===== src/rtl/bt_pkg.sv =====
// Package: shared widths, the opcode pattern and the decoded instruction
// type for the bit-test unit. Assumes a 4-bit data path with 16-bit indices.
package bt_pkg;
    localparam int DATA_W  = 4;
    localparam int ADDR_W  = 16;
    localparam int EXT_W   = 8;
    localparam int INSTR_W = 13;
    localparam int OPC_W   = INSTR_W - 3;
    localparam logic [OPC_W-1:0] BT_OPCODE = 10'b1101011101;

    typedef struct packed {
        logic hit;
        logic use_b;
        logic use_y;
        logic post_inc;
    } bt_dec_t;
endpackage


===== src/rtl/bt_decode.sv =====
// Module: bt_decode
// Decodes the instruction word into a hit strobe and the three selector
// fields. Assumes the opcode sits in the top bits above three field bits.
module bt_decode
    import bt_pkg::*;
(
    input  logic               instr_valid,
    input  logic [INSTR_W-1:0] instr,
    output bt_dec_t            dec
);
    // Match the fixed pattern and split out the field bits.
    always_comb begin
        dec.hit      = instr_valid && (instr[INSTR_W-1:3] == BT_OPCODE);
        dec.use_b    = instr[2];
        dec.use_y    = instr[1];
        dec.post_inc = instr[0];
    end
endmodule


===== src/rtl/bt_addr_gen.sv =====
// Module: bt_addr_gen
// Forms the effective address: the plain index value, or a forced page
// address (bottom page for X, top page for Y) when the extension is pending
// and the form does not post-increment. Purely combinational.
module bt_addr_gen
    import bt_pkg::*;
#(
    parameter int AW = ADDR_W,
    parameter int EW = EXT_W
) (
    input  bt_dec_t          dec,
    input  logic [AW-1:0]    x_val,
    input  logic [AW-1:0]    y_val,
    input  logic             ext_pend,
    input  logic [EW-1:0]    ext_val,
    output logic [AW-1:0]    addr
);
    localparam int PAGE_HI_W = AW - EW;

    logic [AW-1:0] plain_addr;
    logic          use_page;

    // Choose the plain index and decide whether the page override applies.
    always_comb begin
        plain_addr = dec.use_y ? y_val : x_val;
        use_page   = ext_pend && !dec.post_inc;
    end

    // Build the page address; upper bits are all zeros for X, all ones for Y.
    always_comb begin
        if (use_page)
            addr = {{PAGE_HI_W{dec.use_y}}, ext_val};
        else
            addr = plain_addr;
    end
endmodule


===== src/rtl/bt_index_regs.sv =====
// Module: bt_index_regs
// Holds the index registers. Each can be loaded through the write port
// or stepped by one after a post-increment test; the write has priority.
module bt_index_regs
    import bt_pkg::*;
#(
    parameter int AW     = ADDR_W,
    parameter int N_IDX  = 2
) (
    input  logic                     clk,
    input  logic                     rst_n,
    input  bt_dec_t                  dec,
    input  logic                     wr_en,
    input  logic [$clog2(N_IDX)-1:0] wr_sel,
    input  logic [AW-1:0]            wr_data,
    output logic [N_IDX-1:0][AW-1:0] idx_q
);
    localparam int SEL_W = $clog2(N_IDX);

    for (genvar g = 0; g < N_IDX; g++) begin : g_idx
        logic inc_en;
        logic wr_hit;

        // Work out whether this register is written or stepped this cycle.
        always_comb begin
            inc_en = dec.hit && dec.post_inc && (SEL_W'(dec.use_y) == SEL_W'(g));
            wr_hit = wr_en && (wr_sel == SEL_W'(g));
        end

        // Update the register: reset, write, then modulo-2^AW increment.
        always_ff @(posedge clk) begin
            if (!rst_n)
                idx_q[g] <= '0;
            else if (wr_hit)
                idx_q[g] <= wr_data;
            else if (inc_en)
                idx_q[g] <= idx_q[g] + AW'(1);
        end
    end
endmodule


===== src/rtl/bt_ext_state.sv =====
// Module: bt_ext_state
// One-shot extension state. A load arms it with a new value; any executed
// test disarms it; a load in the same cycle wins over the disarm.
module bt_ext_state
    import bt_pkg::*;
#(
    parameter int EW = EXT_W
) (
    input  logic          clk,
    input  logic          rst_n,
    input  logic          load,
    input  logic [EW-1:0] load_val,
    input  logic          consume,
    output logic          pend_q,
    output logic [EW-1:0] val_q
);
    // Arm, disarm and hold the extension pending bit.
    always_ff @(posedge clk) begin
        if (!rst_n)
            pend_q <= 1'b0;
        else if (load)
            pend_q <= 1'b1;
        else if (consume)
            pend_q <= 1'b0;
    end

    // Capture the extension value on a load.
    always_ff @(posedge clk) begin
        if (!rst_n)
            val_q <= '0;
        else if (load)
            val_q <= load_val;
    end
endmodule


===== src/rtl/bittest_unit.sv =====
// Module: bittest_unit (top)
// Executes the indirect bit test in one cycle: decode, address, AND with the
// selected data register, zero-flag update, optional index step and
// extension consumption. Assumes data memory answers combinationally.
module bittest_unit
    import bt_pkg::*;
#(
    parameter int DW = DATA_W,
    parameter int AW = ADDR_W,
    parameter int EW = EXT_W,
    parameter int IW = INSTR_W
) (
    input  logic          clk,
    input  logic          rst_n,
    input  logic          instr_valid,
    input  logic [IW-1:0] instr,
    input  logic [DW-1:0] reg_a,
    input  logic [DW-1:0] reg_b,
    input  logic [DW-1:0] mem_rdata,
    input  logic          ext_load,
    input  logic [EW-1:0] ext_data,
    input  logic          idx_wr_en,
    input  logic          idx_wr_sel,
    input  logic [AW-1:0] idx_wr_data,
    output logic          exec_strobe,
    output logic [AW-1:0] mem_addr,
    output logic          z_flag,
    output logic [AW-1:0] x_idx,
    output logic [AW-1:0] y_idx,
    output logic          ext_pending
);
    bt_dec_t          dec;
    logic [1:0][AW-1:0] idx_q;
    logic [EW-1:0]    ext_val;
    logic [DW-1:0]    test_res;

    bt_decode u_dec (
        .instr_valid (instr_valid),
        .instr       (instr),
        .dec         (dec)
    );

    bt_ext_state #(.EW(EW)) u_ext (
        .clk      (clk),
        .rst_n    (rst_n),
        .load     (ext_load),
        .load_val (ext_data),
        .consume  (dec.hit),
        .pend_q   (ext_pending),
        .val_q    (ext_val)
    );

    bt_index_regs #(.AW(AW), .N_IDX(2)) u_idx (
        .clk     (clk),
        .rst_n   (rst_n),
        .dec     (dec),
        .wr_en   (idx_wr_en),
        .wr_sel  (idx_wr_sel),
        .wr_data (idx_wr_data),
        .idx_q   (idx_q)
    );

    bt_addr_gen #(.AW(AW), .EW(EW)) u_addr (
        .dec      (dec),
        .x_val    (idx_q[0]),
        .y_val    (idx_q[1]),
        .ext_pend (ext_pending),
        .ext_val  (ext_val),
        .addr     (mem_addr)
    );

    // Expose the strobe and the index registers.
    always_comb begin
        exec_strobe = dec.hit;
        x_idx       = idx_q[0];
        y_idx       = idx_q[1];
    end

    // AND the selected data register with the memory word.
    always_comb begin
        test_res = (dec.use_b ? reg_b : reg_a) & mem_rdata;
    end

    // Record the zero result on an executing cycle only.
    always_ff @(posedge clk) begin
        if (!rst_n)
            z_flag <= 1'b0;
        else if (dec.hit)
            z_flag <= (test_res == '0);
    end
endmodule


===== config.mk =====
export PLATFORM = sky130hd
export DESIGN_NAME = bittest_unit
export DESIGN_NICKNAME = d
export VERILOG_FILES = /design/src/rtl/bt_pkg.sv /design/src/rtl/bt_decode.sv /design/src/rtl/bt_addr_gen.sv /design/src/rtl/bt_index_regs.sv /design/src/rtl/bt_ext_state.sv /design/src/rtl/bittest_unit.sv
export SDC_FILE = /design/constraint.sdc
export NUM_CORES = 1
export LEC_CHECK = 0
export BUFFER_PORTS_ARGS = -buffer_cell sky130_fd_sc_hd__buf_2
export CORE_UTILIZATION = 48
export DETAILED_ROUTE_END_ITERATION = 8
export GPL_ROUTABILITY_DRIVEN = 0
export PLACE_DENSITY = 0.8
export REMOVE_ABC_BUFFERS = 1
export SKIP_LAST_GASP = 1
export SLEW_MARGIN = 20
export SYNTH_ARGS = -nofsm -noshare
export SYNTH_HDL_FRONTEND = slang
export SYNTH_SLANG_ARGS = --single-unit

===== constraint.sdc =====
create_clock -name clk -period 2.1 [get_ports clk]
set_clock_uncertainty 0.15 [all_clocks]
set_input_delay 0.42 -clock clk [delete_from_list [all_inputs] [get_ports clk]]
set_output_delay 0.42 -clock clk [all_outputs]
set_load 0.1 [all_outputs]

After elaboration in Yosys (flattened, before gate mapping) --
Cells that the tools add are included.
Operators by class: $add $sub $neg 2, bitwise gates (word level) 3, mux-type cells 9, reductions and logical operators 12, eq/ne operators 1
Operators with widths (number):
- $mux 16 | 6
- $add 16x1->16 const B | 2
- $eq 10x10->1 const B | 1
- $logic_and 1x1->1 | 7
- $reduce_bool 2->1 | 3
- $and 4x4->4 | 1
- $logic_not 4->1 | 1
- $mux 4 | 1
- $mux 1 | 2
- $not 1->1 | 2
- $logic_not 1->1 | 1
Word-level totals: logic and storage cells 32, output and inout bits 51, register bits 42, bits of input ports 55

Depth between registers and ports, before layout --
Gate-level depths: netlist (run 1).
depth in word-level cells 6, mapped depth 6

Modules after synthesis --
Synthesis (run 1) repeated with hierarchy kept, for this count alone.
Unflattened totals: cell total of the unflattened synthesis 306, area, all modules 2499.9 µm²
Modules (own cells, without submodules):
- bt_index_regs | area each 1695.4 µm², cells an instance 206, instances 1
- bt_addr_gen | area each 346.6 µm², cells an instance 56, instances 1
- bt_ext_state | area each 335.3 µm², cells an instance 28, instances 1
- bittest_unit | area each 68.8 µm², cells an instance 9, instances 1
- bt_decode | area each 53.8 µm², cells an instance 7, instances 1

Worst setup path after synthesis (run 1) --
No wires, ideal clock.
path type register to output, start reg u_idx.idx_q[7] in the netlist's numbering, end out mem_addr[7], path slack -1.797 ns, buffers on the path 0, required time 1.530 ns, data arrival time 3.327 ns, cell stages (with the launch flop) 3, path through dfxtp_1 > mux2i_1 > o21ai_0
Between the ends: word-level cells in the longest chain between the ends 2
RTL lines:
- start, declared | RTL line bt_index_regs.sv:16 | output logic [N_IDX-1:0][AW-1:0] idx_q
- start signal, assigned by index | RTL line bt_index_regs.sv:35 | idx_q[g] <= wr_data;
- start signal, assigned by index | RTL line bt_index_regs.sv:37 | idx_q[g] <= idx_q[g] + AW'(1);
- $mux 16 | RTL line bt_addr_gen.sv:25 | plain_addr = dec.use_y ? y_val : x_val;
- $mux 16 | RTL line bt_addr_gen.sv:31 | if (use_page)
- end, declared | RTL line bittest_unit.sv:26 | output logic [AW-1:0] mem_addr,
Every way passes these cells.

Final worst setup path (run 1) --
start reg u_ext.pend_q, end out mem_addr[13]
Between the ends: word-level cells in the longest chain between the ends 2
RTL lines:
- start, declared | RTL line bt_ext_state.sv:14 | output logic pend_q,
- start signal, assigned | RTL line bt_ext_state.sv:20 | pend_q <= 1'b0;
- start signal, assigned | RTL line bt_ext_state.sv:22 | pend_q <= 1'b1;
- start signal, assigned | RTL line bt_ext_state.sv:24 | pend_q <= 1'b0;
- $logic_and 1x1->1 | RTL line bt_addr_gen.sv:26 | use_page = ext_pend && !dec.post_inc;
- $mux 16 | RTL line bt_addr_gen.sv:31
Every way passes these cells.

==> results summary, run 1 <==
The mean post-synth cell area is roughly 8 sq um. The final net count came out at 512. The fmax is about 480 MHz. For the pin with the worst max-slew slack, the measured transition is between 0.5 and 0.6 ns.

The area of the placeable core is 5110 sq um. The number of antenna diodes in the final layout is 0. The biggest area contributor in the post-synthesis netlist is sky130_fd_sc_hd__dfxtp_1. TritonCTS built the clock tree. The detailed router placed around 3200 vias in this run. The total power density per cell area is 673 nW/um^2. The final standard cell area without fillers is approximately 4000 sq um. TritonCTS created 5 clock buffers. The fraction of power consumed by the clock network came out at 25.7%. The post-synthesis async set-or-reset flop share came out at 0%. The final total negative setup slack is 0 ns. The hold violation count in the final report came out at 0. The utilization of the core after routing is roughly three quarters. The critical path in this run is classified as flip-flop to output pin.

In the final layout, the share of cells above drive strength 1 is a little over two fifths. The distinct cell type count after synthesis came out at 38. The die is ~75 um tall. The slowest stage of the critical path is the sky130_fd_sc_hd__dfxtp_2 cell. The initial antenna violation count came to 0. The largest driver fanout on the critical path is 7. The wire length on met2 is 4.49 mm. The maximum number of pins on one net before global-route repair came out at 39. The count of H-tree levels built during CTS is 2. Dividing the final minimum period by the clock period gives 99.5%. The cell that appears most often on the critical path is sky130_fd_sc_hd__nand2_2. The worst register-to-register path has a depth of 4.

The floorplan has 26 rows. The synthesis warning total came out at 0. Yosys attributes the largest share of cell area to sky130_fd_sc_hd__dfxtp_1 (33%), sky130_fd_sc_hd__o21ai_0 (12%), sky130_fd_sc_hd__mux2i_1 (7.1%), sky130_fd_sc_hd__a31oi_1 (6.7%), sky130_fd_sc_hd__nand2_1 (5.6%).

The endpoint identified for the worst register-to-register timing path is u_idx.idx_q[8]. The total leakage power is approximately 1.6 nW. The tree built by TritonCTS fans out to 42 sinks. Using the TritonRoute via totals, the vias-per-cell ratio works out to 6.14. The buffer depth of the longest clock path is 2. The detailed-route wire length came out at 9.38 mm.

The routed length on met1 came out at ~3.7 mm. The post-synthesis sequential element count is 42. The half-perimeter wire length after placement is approximately 6.5 mm. The sequential cell area fraction in the yosys report is between 30% and 40%. The count of max-cap constraint violations is 0.

The overall global routing resource usage came out at 32.7%. The critical path goes through nor2b_4 -> buf_8 -> nor2_4 -> buf_6 -> nand2_2 -> nand2_2 -> buf_12. The effective utilization at floorplan is 49.6%.

The filler cell count in the final layout is 345. The post-route antenna net violation count is 0. The synthesized instance count is approximately 320. Setup repair after global routing could not meet its margin everywhere. The number of DRC violations after detailed-routing iteration 0 came out at between 300 and 400. In this run the critical register-to-register path is launched from u_idx.idx_q[5].

The post-synthesis instance area is around 2500 sq um. The count of TritonRoute iterations in the first routing pass came out at 6. The number of pins exceeding their max-slew limit in the final report is 0. The routed wire length per instance is around 18 um. Subtracting the final worst setup slack from the clock period gives approximately 2.1 ns. The via count of the first global-routing pass came out at between 2000 and 3000. The later-pin clock latency in the skew report is just over 0.3 ns. STA classifies the critical path startpoint as a flip-flop. Headroom to the max-slew limit came out at approximately three fifths. The total congestion overflow is 0. The die width came out at approximately 75 um. The floorplan die area came out at 5570 sq um. In this run the biggest area consumer among cell types represents 33.2% of the synthesized area.

The area after detailed placement came out at 3620 sq um. The combined area of the multi-input logic cells is 1690 sq um. The flow ran to the end, and the final reports show no timing, DRC or antenna violations. The reg2reg setup slack came out at 0.03 ns. The routed length on met3 came out at 952 um. The worst setup path is captured at an output pin. The total internal power came out at 1.51 mW. Net switching is a little over two fifths of the power. The area growth from synthesis to layout is 54.3%.

The sequential cell area came out at roughly 840 sq um. The top routing layer in use is met4. For this run, design rule violations remaining after detail routing come to 0.

The first global-routing pass estimated between 10 and 15 mm of wire. The master cell of the clock root buffer is sky130_fd_sc_hd__clkbuf_8. The biggest cell delay along the critical path is 0.33 ns. Registers are responsible for between 30% and 40% of the overall power. In this run the worst setup path terminates at mem_addr[13]. The number of enable flip-flop cells after synthesis is 0. The data arrival time of the worst path came out at 1.52 ns. The count of buffers inserted at the top-level ports came out at roughly 110. The number of endpoints failing setup at the final stage is 0.

The clock slew at the register clock pins of the worst setup and hold paths came out at ~0.09 ns. Among all flip-flop cells after synthesis, the most frequent one is sky130_fd_sc_hd__dfxtp_1. The boundary pin count is around 110. The net switching component of the power came out at ~1.1 mW. In this run the worst setup path begins at u_ext.pend_q.

The portion of total power attributed to combinational logic came out at about two fifths. In this run the worst hold path is classified as input pin to flip-flop. The worst voltage drop across the vdd grid is around 500 uV.

The worst endpoint required time is roughly 1.5 ns.
## cell usage after synthesis (all sizes together), types with 3 or more instances
| library cell | instances |
|---|---|
| o21ai | 61 |
| dfxtp | 42 |
| nand2 | 38 |
| a31oi | 27 |
| mux2i | 18 |
| clkbuf | 16 |
| or4 | 16 |
| o31ai | 14 |
| or3 | 14 |
| nand4 | 10 |
| nor2b | 10 |
| nand3 | 9 |
| a21oi | 6 |
| inv | 6 |
| buf | 4 |
| mux2 | 4 |
| and4 | 3 |
## what timing repair did
action / CTS / global route
setup endpoints to repair: 16 / 14
gates cloned: 2 / 1
hold buffers: 0 / 0
setup buffers: 1 / 0
gates resized for setup: 23 / 22
pin swaps: 0 / 5
## per-layer routing
layer	up-vias	global-route usage, %
li1	1493	-
met1	1481	43.2
met2	226	52.9
met3	31	7.76
met4	0	10.5
met5	-	0
## per-stage QoR
| step | hold WS, ns | std cells | worst slack [ns] | power [mW] |
|---|---|---|---|---|
| finish | 0.227 | 526 | 0.0112 | 2.63 |
| global route | 0.233 | 526 | -0.0711 | 2.70 |
| CTS | 0.235 | 525 | -0.0199 | 2.58 |
| detailed placement | 0.322 | 515 | -0.0614 | 1.91 |
| global placement | 0.302 | 515 | -0.00952 | 1.89 |
| floorplan | 0.332 | 302 | -1.80 | 1.56 |
## cell families (layout without fill, tap and decap cells)
| family | Yosys count | count (layout) | share of synthesized area, % |
|---|---|---|---|
| xor gates and xnor gates | 3 | 3 | 1.04 |
| and+or+nand+nor | 116 | 116 | 26.9 |
| DFF | 42 | 42 | 33.2 |
| muxes | 22 | 22 | 8.89 |
| adders and majority gates | 2 | 2 | 0.987 |
| buffers and inverters | 26 | 160 | 4.05 |
| AOI/OAI and AO/OA | 111 | 111 | 24.9 |
## worst max-delay path: cells and delay by family (launching register included)
kind | cells | cell delay, ns
buffers and inverters | 3 | 0.47
DFF | 1 | 0.33
and+or+nand+nor | 4 | 0.41
## flip-flops by register name (all words and copies together), names as in the netlist
name          count
u_ext.pend_q      1
u_ext.val_q       8
z_flag            1
u_idx.idx_q      32
## layout make-up
type                       instances  area share (%)
clock buffer                       5            1.76
clock inverter                     3            1.15
inverter                           6           0.576
multi-input combinational        254            43.2
sequential                        42            21.6
tap                               70            2.24
timing repair buffer             146            29.5
## worst min-delay path by stage
stage	from	to	slack, ns	cells after the start
detailed placement	z_flag	z_flag	0.32	2
global route	ext_data[4]	u_ext.val_q[4]	0.23	3
finish	ext_data[0]	u_ext.val_q[0]	0.23	3
floorplan	u_ext.val_q[0]	u_ext.val_q[0]	0.33	2
global placement	z_flag	z_flag	0.30	2
CTS	ext_data[4]	u_ext.val_q[4]	0.24	3
## power groups by stage
stage / Sequential [mW] / Clock, mW / Combinational [mW]
6_report: 0.903 / 0.677 / 1.05
5_1_grt: 0.908 / 0.702 / 1.09
4_1_cts: 0.897 / 0.660 / 1.02
3_5_place_dp: 0.915 / 0 / 0.996
3_3_place_gp: 0.912 / 0 / 0.980
2_1_floorplan: 1.22 / 0 / 0.347
## cell usage in the layout, fill, tap and decap left out, types with 2 or more instances in the layout
master and n:
sky130_fd_sc_hd__buf_2 88, sky130_fd_sc_hd__o21ai_0 50, sky130_fd_sc_hd__dfxtp_1 40, sky130_fd_sc_hd__buf_4 35, sky130_fd_sc_hd__a31oi_1 27, sky130_fd_sc_hd__nand2_1 25, sky130_fd_sc_hd__mux2i_1 18, sky130_fd_sc_hd__buf_12 18
sky130_fd_sc_hd__o31ai_1 14, sky130_fd_sc_hd__or4_1 13, sky130_fd_sc_hd__or3_1 13, sky130_fd_sc_hd__nand2_2 12, sky130_fd_sc_hd__nand3_1 9, sky130_fd_sc_hd__nand4_1 9, sky130_fd_sc_hd__nor2b_1 9, sky130_fd_sc_hd__inv_1 6
sky130_fd_sc_hd__o21ai_2 6, sky130_fd_sc_hd__a21oi_1 6, sky130_fd_sc_hd__clkbuf_8 5, sky130_fd_sc_hd__mux2_2 4, sky130_fd_sc_hd__o21ai_1 3, sky130_fd_sc_hd__and3b_1 2, sky130_fd_sc_hd__and4_1 2, sky130_fd_sc_hd__o21ai_4 2
sky130_fd_sc_hd__and2_1 2, sky130_fd_sc_hd__xor2_1 2, sky130_fd_sc_hd__nand2b_1 2, sky130_fd_sc_hd__or4_2 2, sky130_fd_sc_hd__a22oi_1 2, sky130_fd_sc_hd__nand3b_1 2, sky130_fd_sc_hd__and3_1 2, sky130_fd_sc_hd__ha_1 2
sky130_fd_sc_hd__clkinvlp_4 2, sky130_fd_sc_hd__dfxtp_2 2
Power figures use the tool's default switching activity.
==> run 2, diff against run 1 <==
CORE_UTILIZATION = 44   (was 48)
PLACE_DENSITY = 0.77   (was 0.8)
clock period = 1.8 ns   (was 2.1 ns; I/O delays follow)
==> run 2 against run 1 <==
The flow now finishes with violations (setup timing). Flip-flop and latch count unchanged. Combinational power increased by 23%. Critical path depth decreased by 2. Non-clock buffer count increased by 36. Setup slack got worse by 0.24 ns. Wire length increased by 16%. Sequential power increased by 16%. Core utilization increased by 0.48 points. Clock power increased by 6.6%. Final cell count increased by 7.2%.
==> results summary, run 2 (synthesized netlist as in run 1, its figures left out) <==
The flow ran to the end, but the final reports show violations. The checks that failed: setup timing. The routed length on met3 is 1.07 mm (+13%). The worst hold path startpoint is ext_data[0]. The largest driver fanout on the critical path was 8 (+1). The boundary pin count came out at 106 (unchanged).

The cell family contributing the most delay on the critical path is buffers and inverters. The clock slew at the register clock pins of the worst setup and hold paths is 0.08 ns (about the same). The post-route antenna net violation count came out at 0 (unchanged). The area growth from synthesis to layout came out at 68.4%. The die height came to 77.9 um (+4.3%). The initial antenna violation count is 0 (unchanged). The number of core rows is 27 (+3.8%). The total power density per cell area came out at 717 nW/um^2 (+6.5%). The wire length on met2 is 5.39 mm (+20%). The count of TritonRoute iterations in the first routing pass came out at 5 (-1). The overall global routing resource usage came out at 31.7% (-0.97 points).

The data arrival time of the worst path is 1.51 ns (about the same). The portion of the clock cycle consumed by the worst path in the final layout came out at 112%. The maximum number of pins on one net before global-route repair was 43 (+10%).

The floorplan die area came out at 6070 sq um (+8.8%). The remaining max-slew budget at the tightest pin is 65.6% (+3.6 points). The routed wire length per instance came out at 19.3 um (+8.0%). The via count of the first global-routing pass came out at 3193 (+9.6%). The worst setup slack after placement came to -0.348 ns (-0.286 ns).

The worst endpoint required time came out at 1.29 ns (-0.24 ns). Walking the worst path, the cells encountered are nor2b_4 -> buf_6 -> nand2_1 -> o21ai_2 -> clkbuf_16. The first element of the critical path is u_ext.pend_q. The count of inserted antenna diode cells is 0 (unchanged). The effective utilization at floorplan is 45.7% (-3.9 points).

The detailed-route wire length is 10.9 mm (+16%). The total congestion overflow is 0 (unchanged). The largest registers in the layout are u_idx.idx_q: 32 flops, u_ext.val_q: 8 flops. The DRC violation count after routing is 0 (unchanged). The number of flip-flops under the largest register name is 32 (unchanged).

In this run the worst hold path is classified as input pin to flip-flop. The hold violation count in the final report is 0 (unchanged). The critical register-to-register path startpoint is u_idx.idx_q[1]. TritonCTS built the clock tree. The die width is 77.9 um (+4.3%). The top routing layer in use is met4. The total number of clock tree sinks is 42 (unchanged). The biggest cell delay along the critical path came out at 0.34 ns (about the same). The most common cell after layout, fill and taps aside is sky130_fd_sc_hd__buf_2. The total placed cells including tap cells came out at 539 (+4.7%). The overall power after layout is 3.06 mW (+16%). The number of pins exceeding their max-slew limit in the final report is 0 (unchanged).

The post-layout minimum cycle time is 2.02 ns. The routed length on met1 came out at 3.96 mm (+8.0%). The fmax came out at slightly below 500 MHz. The via count is 3552 (+9.9%). The final non-filler cell total came out at 564 (+7.2%). The count of buffers inserted at the top-level ports came out at 105 (unchanged). STA classifies the critical path endpoint as an output pin. The measured slew at the worst slew-check pin came out at 0.520 ns (-0.0511 ns). The number of endpoints failing setup at the final stage came out at 23 (+23).

The total leakage power is 1.84 nW (+12%). In the layout the commonest cells are sky130_fd_sc_hd__buf_2 (85), sky130_fd_sc_hd__buf_4 (68), sky130_fd_sc_hd__o21ai_0 (47). The count of H-tree levels built during CTS is 2 (unchanged). The buffer depth of the longest clock path came out at 2 (unchanged). The register ranked first by flip-flop count is u_idx.idx_q. The first-pass GRT wire length came to 15.1 mm (+9.0%). The standard cell with the maximum stage delay on the critical path is sky130_fd_sc_hd__dfxtp_2. The area of the placeable core came out at 5540 sq um (+8.5%). The final critical-path setup slack was -0.225 ns (-0.236 ns). The half-perimeter wire length after placement came out at 6.39 mm (-1.5%). The count of max-cap constraint violations came out at 0 (unchanged). The number of buffers inserted during clock tree synthesis came to 5 (unchanged).

The proportion of layout cells with a drive suffix above 1 is 50.6% (+8.7 points). The via count normalized by instance count came out at 6.30 (+2.5%). The later-pin clock latency in the skew report is 0.30 ns (about the same). STA classifies the critical path startpoint as a flip-flop. The worst hold slack came out at 0.173 ns (-0.0545 ns). The setup path with the least slack is of type flip-flop to output pin. Setup repair after global routing could not meet its margin everywhere. Clock tree synthesis selected as its root buffer the cell sky130_fd_sc_hd__clkbuf_8. The utilization of the core after routing is 77.0% (+0.48 points). The number of DRC violations after detailed-routing iteration 0 came out at 342 (-6.3%). The worst voltage drop across the vdd grid is 340 uV (-32%). The buffering stage count on the worst path with inverters included is 2 (-1). The final net count is 548 (+7.0%).
[run 2: cell count changes in the layout (fill, tap and decap cells not counted), sizes merged]
cell           delta
clkinvlp          -2
clkbuf            +9
clkdlybuf4s15     -1
buf              +31
bufinv            -1
[run 2: cell type report]
cell class	count	area, sq um
clock buffer	8	110
inverter	6	22.5
tap	72	90.1
timing repair buffer	182	1440
fill	358	1270
sequential	42	865
multi-input combinational	254	1740
[run 2: path summary, 6_finish.rpt]
kind                    endpoint  slack, ns  cells after the start
setup / recovery     mem_addr[3]      -0.22                      5
hold / removal    u_ext.val_q[0]       0.17                      3
setup reg to reg  u_idx.idx_q[9]      -0.06                      5
hold reg to reg           z_flag       0.34                      2
[run 2: through the flow]
step	setup TNS (ns)	area, sq um
2_1_floorplan	-44.19	2450
3_3_place_gp	-7.40	3670
3_5_place_dp	-8.46	3670
4_1_cts	-2.81	4030
5_1_grt	-4.01	4270
6_report	-3.00	4270
[run 2: report_power, final]
group	leakage [nW]	internal [mW]	switching (mW)
sequential	0.353	0.994	0.0527
clock	0.0575	0.388	0.335
combinational	1.43	0.390	0.900
total	1.84	1.77	1.29
[run 2: per-layer routing]
| metal | global-route usage [%] | vias up |
|---|---|---|
| li1 | - | 1564 |
| met1 | 38.1 | 1663 |
| met4 | 11.7 | 0 |
| met5 | 0 | - |
| met3 | 5.53 | 51 |
| met2 | 56.1 | 274 |
[run 2: worst reg2reg max path, delay by kind of cell (launching register included)]
| kind | cells | cell delay [ns] |
|---|---|---|
| buffers and inverters | 1 | 0.21 |
| AND/OR/NAND/NOR | 3 | 0.87 |
| flip-flops | 1 | 0.37 |
| AO/OA/AOI/OAI | 1 | 0.19 |
[run 2: timing repair]
action	CTS	global route
cloned	1	0
resized for setup	70	56
hold buffers	0	0
setup endpoints to repair	33	39
endpoints found under the hold margin	0	0
buffers inserted	5	11
pin swaps	16	26
